File: config.mk
export PLATFORM = sky130hd
export DESIGN_NAME = fuse_ctrl
export DESIGN_NICKNAME = d
export VERILOG_FILES = /design/src/rtl/fuse_pkg.sv /design/src/rtl/fuse_regs.sv /design/src/rtl/fuse_unlock.sv /design/src/rtl/fuse_seq.sv /design/src/rtl/fuse_ctrl.sv
export SDC_FILE = /design/constraint.sdc
export NUM_CORES = 2
export LEC_CHECK = 0
export BUFFER_PORTS_ARGS = -buffer_cell sky130_fd_sc_hd__buf_4
export CORE_ASPECT_RATIO = 0.6
export CORE_UTILIZATION = 38
export CTS_CLUSTER_SIZE = 24
export DETAILED_ROUTE_END_ITERATION = 12
export GPL_TIMING_DRIVEN = 0
export PLACE_DENSITY_LB_ADDON = 0.05
export SYNTH_ARGS = -nofsm -noshare
export SYNTH_HDL_FRONTEND = slang
export SYNTH_SLANG_ARGS = --single-unit
File: constraint.sdc
create_clock -name clk -period 8.4 [get_ports clk]
set_input_delay 0.42 -clock clk [delete_from_list [all_inputs] [get_ports clk]]
set_output_delay 0.42 -clock clk [all_outputs]
set_load 0.05 [all_outputs]
File: src/rtl/fuse_pkg.sv
package fuse_pkg;

    localparam logic [7:0] OFS_MODE  = 8'h00;
    localparam logic [7:0] OFS_CMD   = 8'h04;
    localparam logic [7:0] OFS_START = 8'h08;
    localparam logic [7:0] OFS_STAT  = 8'h0C;
    localparam logic [7:0] OFS_RD0   = 8'h10;
    localparam logic [7:0] OFS_ADDR  = 8'h28;
    localparam logic [7:0] OFS_WD0   = 8'h2C;
    localparam logic [7:0] OFS_RD1   = 8'h5C;
    localparam logic [7:0] OFS_WD1   = 8'h64;

    localparam logic [5:0] CMD_READ   = 6'h00;
    localparam logic [5:0] CMD_UNLOCK = 6'h02;
    localparam logic [5:0] CMD_LOCK   = 6'h03;
    localparam logic [5:0] CMD_PROG   = 6'h08;

    typedef enum logic [1:0] {
        S_IDLE,
        S_READ,
        S_PROG,
        S_DONE
    } seq_state_e;

    function automatic logic [31:0] unlock_key(input logic [1:0] idx);
        case (idx)
            2'd0:    unlock_key = 32'h0000_000F;
            2'd1:    unlock_key = 32'h0000_0004;
            2'd2:    unlock_key = 32'h0000_0008;
            default: unlock_key = 32'h0000_000D;
        endcase
    endfunction

    function automatic logic [7:0] wr_word_ofs(input int w);
        wr_word_ofs = (w == 0) ? OFS_WD0 : OFS_WD1;
    endfunction

    function automatic logic [7:0] rd_word_ofs(input int w);
        rd_word_ofs = (w == 0) ? OFS_RD0 : OFS_RD1;
    endfunction

endpackage

File: src/rtl/fuse_regs.sv
module fuse_regs
    import fuse_pkg::*;
#(
    parameter int WORDS  = 2,
    parameter int ADDR_W = 16,
    parameter int CMD_W  = 6
) (
    input  logic                  clk,
    input  logic                  rst_n,
    input  logic                  bus_wr,
    input  logic [7:0]            bus_addr,
    input  logic [31:0]           bus_wdata,
    output logic [31:0]           bus_rdata,
    output logic                  mode_en,
    output logic [CMD_W-1:0]      cmd,
    output logic                  start,
    output logic [ADDR_W-1:0]     row_addr,
    output logic [WORDS*32-1:0]   wdata,
    input  logic [WORDS*32-1:0]   rdata_row,
    input  logic                  st_done,
    input  logic                  st_prog_ok
);

    localparam int ROW_W = WORDS * 32;

    always_ff @(posedge clk or negedge rst_n) begin
        if (!rst_n) begin
            mode_en  <= 1'b0;
            cmd      <= '0;
            start    <= 1'b0;
            row_addr <= '0;
        end else if (bus_wr) begin
            case (bus_addr)
                OFS_MODE:  mode_en  <= bus_wdata[0];
                OFS_CMD:   cmd      <= bus_wdata[CMD_W-1:0];
                OFS_START: start    <= bus_wdata[0];
                OFS_ADDR:  row_addr <= bus_wdata[ADDR_W-1:0];
                default:   ;
            endcase
        end
    end

    for (genvar w = 0; w < WORDS; w++) begin : g_word
        logic [31:0] word_q;
        always_ff @(posedge clk or negedge rst_n) begin
            if (!rst_n)
                word_q <= '0;
            else if (bus_wr && bus_addr == wr_word_ofs(w))
                word_q <= bus_wdata;
        end
        assign wdata[w*32 +: 32] = word_q;
    end

    always_comb begin
        bus_rdata = '0;
        case (bus_addr)
            OFS_MODE:  bus_rdata = {31'b0, mode_en};
            OFS_CMD:   bus_rdata = {{(32-CMD_W){1'b0}}, cmd};
            OFS_START: bus_rdata = {31'b0, start};
            OFS_STAT:  bus_rdata = {29'b0, st_prog_ok, st_done, 1'b0};
            OFS_ADDR:  bus_rdata = {{(32-ADDR_W){1'b0}}, row_addr};
            default:   ;
        endcase
        for (int w = 0; w < WORDS; w++) begin
            if (bus_addr == wr_word_ofs(w)) bus_rdata = wdata[w*32 +: 32];
            if (bus_addr == rd_word_ofs(w)) bus_rdata = rdata_row[w*32 +: 32];
        end
    end

    AST_ADDR_MASKED: assert property (@(posedge clk) disable iff (!rst_n)
        (bus_wr && bus_addr == OFS_ADDR) |=> (row_addr == $past(bus_wdata[ADDR_W-1:0])))
        else $error("address register not masked");

    initial begin
        assert (ROW_W == 32 || ROW_W == 64) else $error("WORDS must be 1 or 2");
    end

endmodule

File: src/rtl/fuse_unlock.sv
module fuse_unlock
    import fuse_pkg::*;
(
    input  logic        clk,
    input  logic        rst_n,
    input  logic        step_en,
    input  logic [31:0] step_val,
    input  logic        clear,
    output logic        unlocked
);

    logic [1:0] step_q;

    always_ff @(posedge clk or negedge rst_n) begin
        if (!rst_n) begin
            step_q   <= '0;
            unlocked <= 1'b0;
        end else if (clear) begin
            step_q   <= '0;
            unlocked <= 1'b0;
        end else if (step_en) begin
            if (step_val == unlock_key(step_q)) begin
                if (step_q == 2'd3) begin
                    unlocked <= 1'b1;
                    step_q   <= '0;
                end else begin
                    step_q <= step_q + 2'd1;
                end
            end else begin
                step_q <= '0;
            end
        end
    end

    AST_UNLOCK_ON_LAST_KEY: assert property (@(posedge clk) disable iff (!rst_n)
        $rose(unlocked) |-> ($past(step_en) && $past(step_val) == 32'h0000_000D))
        else $error("unlock rose without final key");

    AST_LOCK_ON_DISABLE: assert property (@(posedge clk) disable iff (!rst_n)
        clear |=> !unlocked)
        else $error("unlock survived disable");

endmodule

File: src/rtl/fuse_seq.sv
module fuse_seq
    import fuse_pkg::*;
#(
    parameter int WORDS        = 2,
    parameter int ROWS         = 16,
    parameter int CMD_W        = 6,
    parameter int READ_LAT     = 4,
    parameter int PROG_BASE    = 2,
    parameter int PROG_PER_BIT = 1
) (
    input  logic                     clk,
    input  logic                     rst_n,
    input  logic                     mode_en,
    input  logic [CMD_W-1:0]         cmd,
    input  logic                     start,
    input  logic [$clog2(ROWS)-1:0]  row_idx,
    input  logic [WORDS*32-1:0]      wdata,
    input  logic                     unlocked,
    output logic                     step_en,
    output logic                     clear,
    output logic [WORDS*32-1:0]      rdata_row,
    output logic                     done
);

    localparam int ROW_W   = WORDS * 32;
    localparam int IDX_W   = $clog2(ROWS);
    localparam int MAX_LAT = PROG_BASE + PROG_PER_BIT * ROW_W + READ_LAT;
    localparam int CNT_W   = $clog2(MAX_LAT + 1);

    seq_state_e          state, state_nx;
    logic [CNT_W-1:0]    cnt_q;
    logic [IDX_W-1:0]    idx_q;
    logic [ROW_W-1:0]    data_q;
    logic [ROW_W-1:0]    arr_q [ROWS];
    logic                launch;
    logic                arr_we;

    function automatic int ones(input logic [ROW_W-1:0] v);
        int n = 0;
        for (int i = 0; i < ROW_W; i++) n += int'(v[i]);
        return n;
    endfunction

    assign launch = (state == S_IDLE) && start && mode_en;
    assign arr_we = (state == S_PROG) && (cnt_q == '0);

    // state register
    always_ff @(posedge clk or negedge rst_n) begin
        if (!rst_n) state <= S_IDLE;
        else        state <= state_nx;
    end

    // transitions
    always_comb begin
        state_nx = state;
        unique case (state)
            S_IDLE: if (launch) begin
                case (cmd)
                    CMD_READ: state_nx = S_READ;
                    CMD_PROG: state_nx = unlocked ? S_PROG : S_DONE;
                    default:  state_nx = S_DONE;
                endcase
            end
            S_READ: if (cnt_q == '0) state_nx = S_DONE;
            S_PROG: if (cnt_q == '0) state_nx = S_DONE;
            S_DONE: if (!start) state_nx = S_IDLE;
        endcase
    end

    // outputs
    always_comb begin
        done    = (state == S_DONE);
        step_en = launch && (cmd == CMD_UNLOCK);
        clear   = launch && (cmd == CMD_LOCK);
    end

    // datapath: latency counter, snapshot, array, read register
    always_ff @(posedge clk or negedge rst_n) begin
        if (!rst_n) begin
            cnt_q     <= '0;
            idx_q     <= '0;
            data_q    <= '0;
            rdata_row <= '0;
            for (int r = 0; r < ROWS; r++) arr_q[r] <= '0;
        end else begin
            if (launch) begin
                idx_q  <= row_idx;
                data_q <= wdata;
                if (cmd == CMD_READ)
                    cnt_q <= CNT_W'(READ_LAT - 1);
                else
                    cnt_q <= CNT_W'(PROG_BASE + PROG_PER_BIT * ones(wdata) - 1);
            end else if ((state == S_READ || state == S_PROG) && cnt_q != '0) begin
                cnt_q <= cnt_q - 1'b1;
            end
            if (state == S_READ && cnt_q == '0)
                rdata_row <= arr_q[idx_q];
            if (arr_we)
                arr_q[idx_q] <= arr_q[idx_q] | data_q;
        end
    end

    AST_DONE_HELD: assert property (@(posedge clk) disable iff (!rst_n)
        (done && start) |=> done)
        else $error("done dropped while start high");

    AST_MODE_GATE: assert property (@(posedge clk) disable iff (!rst_n)
        (state == S_IDLE && !mode_en) |=> (state == S_IDLE))
        else $error("sequencer left idle with mode off");

    AST_WRITE_NEEDS_UNLOCK: assert property (@(posedge clk) disable iff (!rst_n)
        arr_we |-> unlocked)
        else $error("array written while locked");

    for (genvar r = 0; r < ROWS; r++) begin : g_keep
        AST_BITS_NEVER_FALL: assert property (@(posedge clk) disable iff (!rst_n)
            ($past(arr_q[r]) & ~arr_q[r]) == '0)
            else $error("fuse bit cleared");
    end

    initial begin
        assert (READ_LAT >= 1 && PROG_BASE >= 1 && ROWS >= 2)
            else $error("bad latency or depth parameter");
    end

endmodule

File: src/rtl/fuse_ctrl.sv
module fuse_ctrl
    import fuse_pkg::*;
#(
    parameter int WORDS        = 2,
    parameter int ROWS         = 16,
    parameter int ADDR_W       = 16,
    parameter int READ_LAT     = 4,
    parameter int PROG_BASE    = 2,
    parameter int PROG_PER_BIT = 1
) (
    input  logic        clk,
    input  logic        rst_n,
    input  logic        bus_wr,
    input  logic [7:0]  bus_addr,
    input  logic [31:0] bus_wdata,
    output logic [31:0] bus_rdata
);

    localparam int CMD_W = 6;
    localparam int ROW_W = WORDS * 32;
    localparam int IDX_W = $clog2(ROWS);

    logic               mode_en, start, done, unlocked, step_en, clear;
    logic [CMD_W-1:0]   cmd;
    logic [ADDR_W-1:0]  row_addr;
    logic [ROW_W-1:0]   wdata, rdata_row;

    fuse_regs #(.WORDS(WORDS), .ADDR_W(ADDR_W), .CMD_W(CMD_W)) u_regs (
        .clk, .rst_n, .bus_wr, .bus_addr, .bus_wdata, .bus_rdata,
        .mode_en, .cmd, .start, .row_addr, .wdata, .rdata_row,
        .st_done(done), .st_prog_ok(unlocked)
    );

    fuse_unlock u_unlock (
        .clk, .rst_n, .step_en, .step_val(wdata[31:0]), .clear, .unlocked
    );

    fuse_seq #(
        .WORDS(WORDS), .ROWS(ROWS), .CMD_W(CMD_W), .READ_LAT(READ_LAT),
        .PROG_BASE(PROG_BASE), .PROG_PER_BIT(PROG_PER_BIT)
    ) u_seq (
        .clk, .rst_n, .mode_en, .cmd, .start,
        .row_idx(row_addr[IDX_W-1:0]), .wdata, .unlocked,
        .step_en, .clear, .rdata_row, .done
    );

endmodule

==> impl_metrics.json <==
{
  "status": "finished with violations",
  "violations": "design-rule violations, max-capacitance violations, max-slew violations",
  "synth-edff-count": 0,
  "worstMarginPinSlew_ns": 1.59,
  "syn_nets": 4767,
  "layout_common_cells": "1,256 x dfrtp_1, 665 x a2bb2oi_1, 514 x mux2i_1",
  "cts-resized-gates": 0,
  "die_w_um": 518,
  "die_area_mm2": 0.162,
  "die_h_um": 312,
  "synth_top_family_by_area": "compound AO/OA/AOI/OAI gates",
  "synth_simple_gate_area_share_pct": 4.25,
  "htree_levels": 4,
  "cts_tree": "built",
  "crit_path_max_incr_delay_ns": 0.69,
  "grt-ovfl-total": 0,
  "preCtsSetupSlack_ns": 1.84,
  "area_growth_pct": 13.7,
  "fin_ws_ns": 1.71,
  "post-cts-setup-buffers": 0,
  "fp-row-count": 113,
  "cp_top_family": "adder cells",
  "fmax_mhz": 150,
  "synth.yosys.seq_area_share_pct": 51.7,
  "grt_max_degree": 167,
  "synthCells": 4644,
  "synth_adder_area_share_pct": 2.32,
  "num-fill-cells": 14700,
  "io_pins": 75,
  "synth_compound_area_share_pct": 27.0,
  "start_kind": "flip-flop",
  "drc": 4,
  "routed_wirelength_mm": 243,
  "first_pass_iters": 10,
  "crit_buf_inv": 2,
  "yosys_warnings": 0,
  "syn_area_mm2": 0.0607,
  "synth.distinct_cells": 66,
  "grt_pass1_vias": 42800,
  "rsz0062_at_grt": "false",
  "crit_required_ns": 9.01,
  "io_buffers": 73,
  "numCtsBuffers": 135,
  "cp_max_fo": 5,
  "dp_hpwl_mm": 178,
  "total_leakage_power_nw": 30.2,
  "setup_violations": 0,
  "synth_xor_area_share_pct": 0.0865,
  "postSynth.asyncResetShare_pct": 100,
  "grt_pass1_wl_mm": 343,
  "ir_drop_uv": 221,
  "num_vias": 43400,
  "relSlewSlack_pct": -6.70,
  "cts_root_buf": "clkbuf_16",
  "drtAntennaViolNets": 0,
  "crit_path_end_kind": "flip-flop",
  "clk_latency_ns": 0.79,
  "antenna_found_initial": 22,
  "cp.arrival_ns": 7.29,
  "synth-seq-cells": 1256,
  "min_period_ns": 6.69,
  "fin_nets": 5023,
  "regArea_mm2": 0.0314,
  "critPathKind": "flip-flop to flip-flop",
  "finalClockSkew_ns": 0.0375,
  "synth.avg_cell_area_um2": 13.1,
  "synthMuxAreaShare_pct": 10.2,
  "clock_sinks": 1256,
  "drv_cap": 1,
  "initial_core_util_pct": 38.3,
  "hold_viol_final": 0,
  "via_per_inst": 6.08,
  "core_area_mm2": 0.158,
  "crit_slowest_cell": "dfrtp_1",
  "crit_chain": "fa_1 > fa_1 > inv_1 > fa_1 > fa_1 > fa_1 > fa_1 > fa_1 > fa_1 > inv_1 > ha_1 > fa_1 > a21o_1 > a211o_1 > a31oi_1 > a31oi_1",
  "tns_ns": 0,
  "drt_iter0_drc": 4755,
  "final_common_cell": "dfrtp_1",
  "hp-class": "primary input to flip-flop",
  "avgRoutedWirePerCell_um": 34.1,
  "drive_gt1_share_pct": 21.8,
  "cpMostUsedCell": "fa_1",
  "multiInputGateArea_mm2": 0.0266,
  "path_clk_slew_ns": 0.06,
  "slew_violations": 4,
  "place_congestion": 0.980,
  "synth-main-ff-cell": "dfrtp_1",
  "holdBufCountCts": 33,
  "fin_crit_sh_pct": 79.6,
  "p_per_area_mw_per_mm2": 227,
  "grtUsageTotal_pct": 29.9,
  "ctsLongestPathBuffers": 3
}
## synthesized netlist by cell type (4+ instances only)
cell | n | area share, %
xor2_1 | 4 | 0.058
o21ai_0 | 47 | 0.39
a31oi_1 | 5 | 0.051
buf_2 | 161 | 1.3
nand2_1 | 266 | 1.6
buf_4 | 56 | 0.69
nor2b_1 | 12 | 0.12
a22oi_1 | 304 | 3.8
nand2b_1 | 67 | 0.69
mux2i_1 | 514 | 8.5
o221ai_1 | 4 | 0.058
ha_1 | 26 | 0.54
a2bb2oi_1 | 665 | 9.6
buf_6 | 42 | 0.78
a21oi_1 | 78 | 0.64
o211ai_1 | 65 | 0.80
fa_1 | 54 | 1.8
nor4_1 | 8 | 0.082
nor4_4 | 8 | 0.28
o21a_1 | 7 | 0.087
mux2_2 | 88 | 1.6
a221o_1 | 16 | 0.26
nor3_1 | 5 | 0.041
nand4_1 | 6 | 0.062
dfrtp_1 | 1256 | 52
a211oi_2 | 9 | 0.19
nand3_1 | 73 | 0.60
clkbuf_1 | 123 | 0.76
a211oi_4 | 55 | 1.8
buf_1 | 39 | 0.24
nor2_1 | 38 | 0.23
o22ai_1 | 6 | 0.062
o22a_1 | 12 | 0.17
inv_1 | 103 | 0.64
a2bb2oi_2 | 360 | 8.9
and2_1 | 9 | 0.093
a211o_1 | 5 | 0.072
## worst paths after layout
path                                              from             endpoint  slack [ns]  cells after the start
max in group asynchronous                        rst_n     u_seq.arr_q[525]        4.87                      6
min in group asynchronous                        rst_n     u_seq.arr_q[490]        0.26                      2
setup reg to reg           u_regs.g_word[0].word_q[11]       u_seq.cnt_q[4]        1.71                     16
setup / recovery           u_regs.g_word[0].word_q[11]       u_seq.cnt_q[4]        1.71                     16
hold / removal                                  bus_wr         u_regs.start        0.18                      4
hold reg to reg                    u_regs.row_addr[14]  u_regs.row_addr[14]        0.49                      1
## state kept, by name, summed over array words and instances, names as in the netlist
name,count
u_seq.arr_q,1024
u_regs.g_word.word_q,64
u_seq.data_q,64
u_seq.rdata_row,64
u_regs.row_addr,16
u_seq.cnt_q,7
u_regs.cmd,6
u_seq.idx_q,4
u_seq.state,2
u_unlock.step_q,2
u_regs.mode_en,1
u_regs.start,1
u_unlock.unlocked,1
## cell type report
class | count | area share [%]
sequential | 1256 | 45.5
multi-input combinational | 2861 | 38.5
clock buffer | 201 | 5.93
tap | 2127 | 3.85
buffer | 423 | 3.36
timing repair buffer | 119 | 1.72
inverter | 104 | 0.565
clock inverter | 34 | 0.518
antenna | 11 | 0.0398
## per-layer routing
layer	part of all wire (%)	global-route usage (%)	wire length, um
met1	49	47.2	120000
met2	38	38.6	93300
met3	10	9.59	24700
met4	2.0	6.84	4960
met5	0.0033	0	8
## worst reg2reg max path, delay by kind of cell (launching register included)
| kind | cells | cell delay, ns |
|---|---|---|
| fa+ha+maj | 10 | 4.88 |
| compound gates | 4 | 0.84 |
| flops | 1 | 0.69 |
| buf+inv | 2 | 0.11 |
## where the power goes
group	leakage, nW	total [mW]	switching (mW)	internal (mW)
clock network	2.21	6.19	2.66	3.52
logic	10.6	2.66	1.75	0.908
registers	17.4	6.81	0.441	6.37
total	30.2	15.7	4.85	10.8
## logic make-up (layout without fill, tap and decap cells)
| kind of cell | count (synthesis) | in the layout |
|---|---|---|
| XOR/XNOR | 6 | 6 |
| multiplexers | 605 | 605 |
| AND/OR/NAND/NOR | 521 | 521 |
| other | 0 | 11 |
| AO/OA/AOI/OAI | 1649 | 1649 |
| adder cells (fa/ha/maj) | 80 | 80 |
| buffers and inverters | 527 | 881 |
| flip-flops | 1256 | 1256 |
## stage by stage
step / std cells / util (%) / area (um2) / hold WS (ns) / power (mW)
global placement: 6844 / 40.4 / 64000 / 0.476 / 9.40
CTS: 7124 / 43.6 / 69000 / 0.111 / 15.6
global route: 7128 / 43.6 / 69100 / 0.187 / 16.2
finish: 7136 / 43.6 / 69100 / 0.180 / 15.7
detailed placement: 6856 / 40.5 / 64300 / 0.462 / 9.42
floorplan: 4644 / - / 60700 / 0.124 / 8.32
Note: power is estimated with default switching activity, not from simulation.
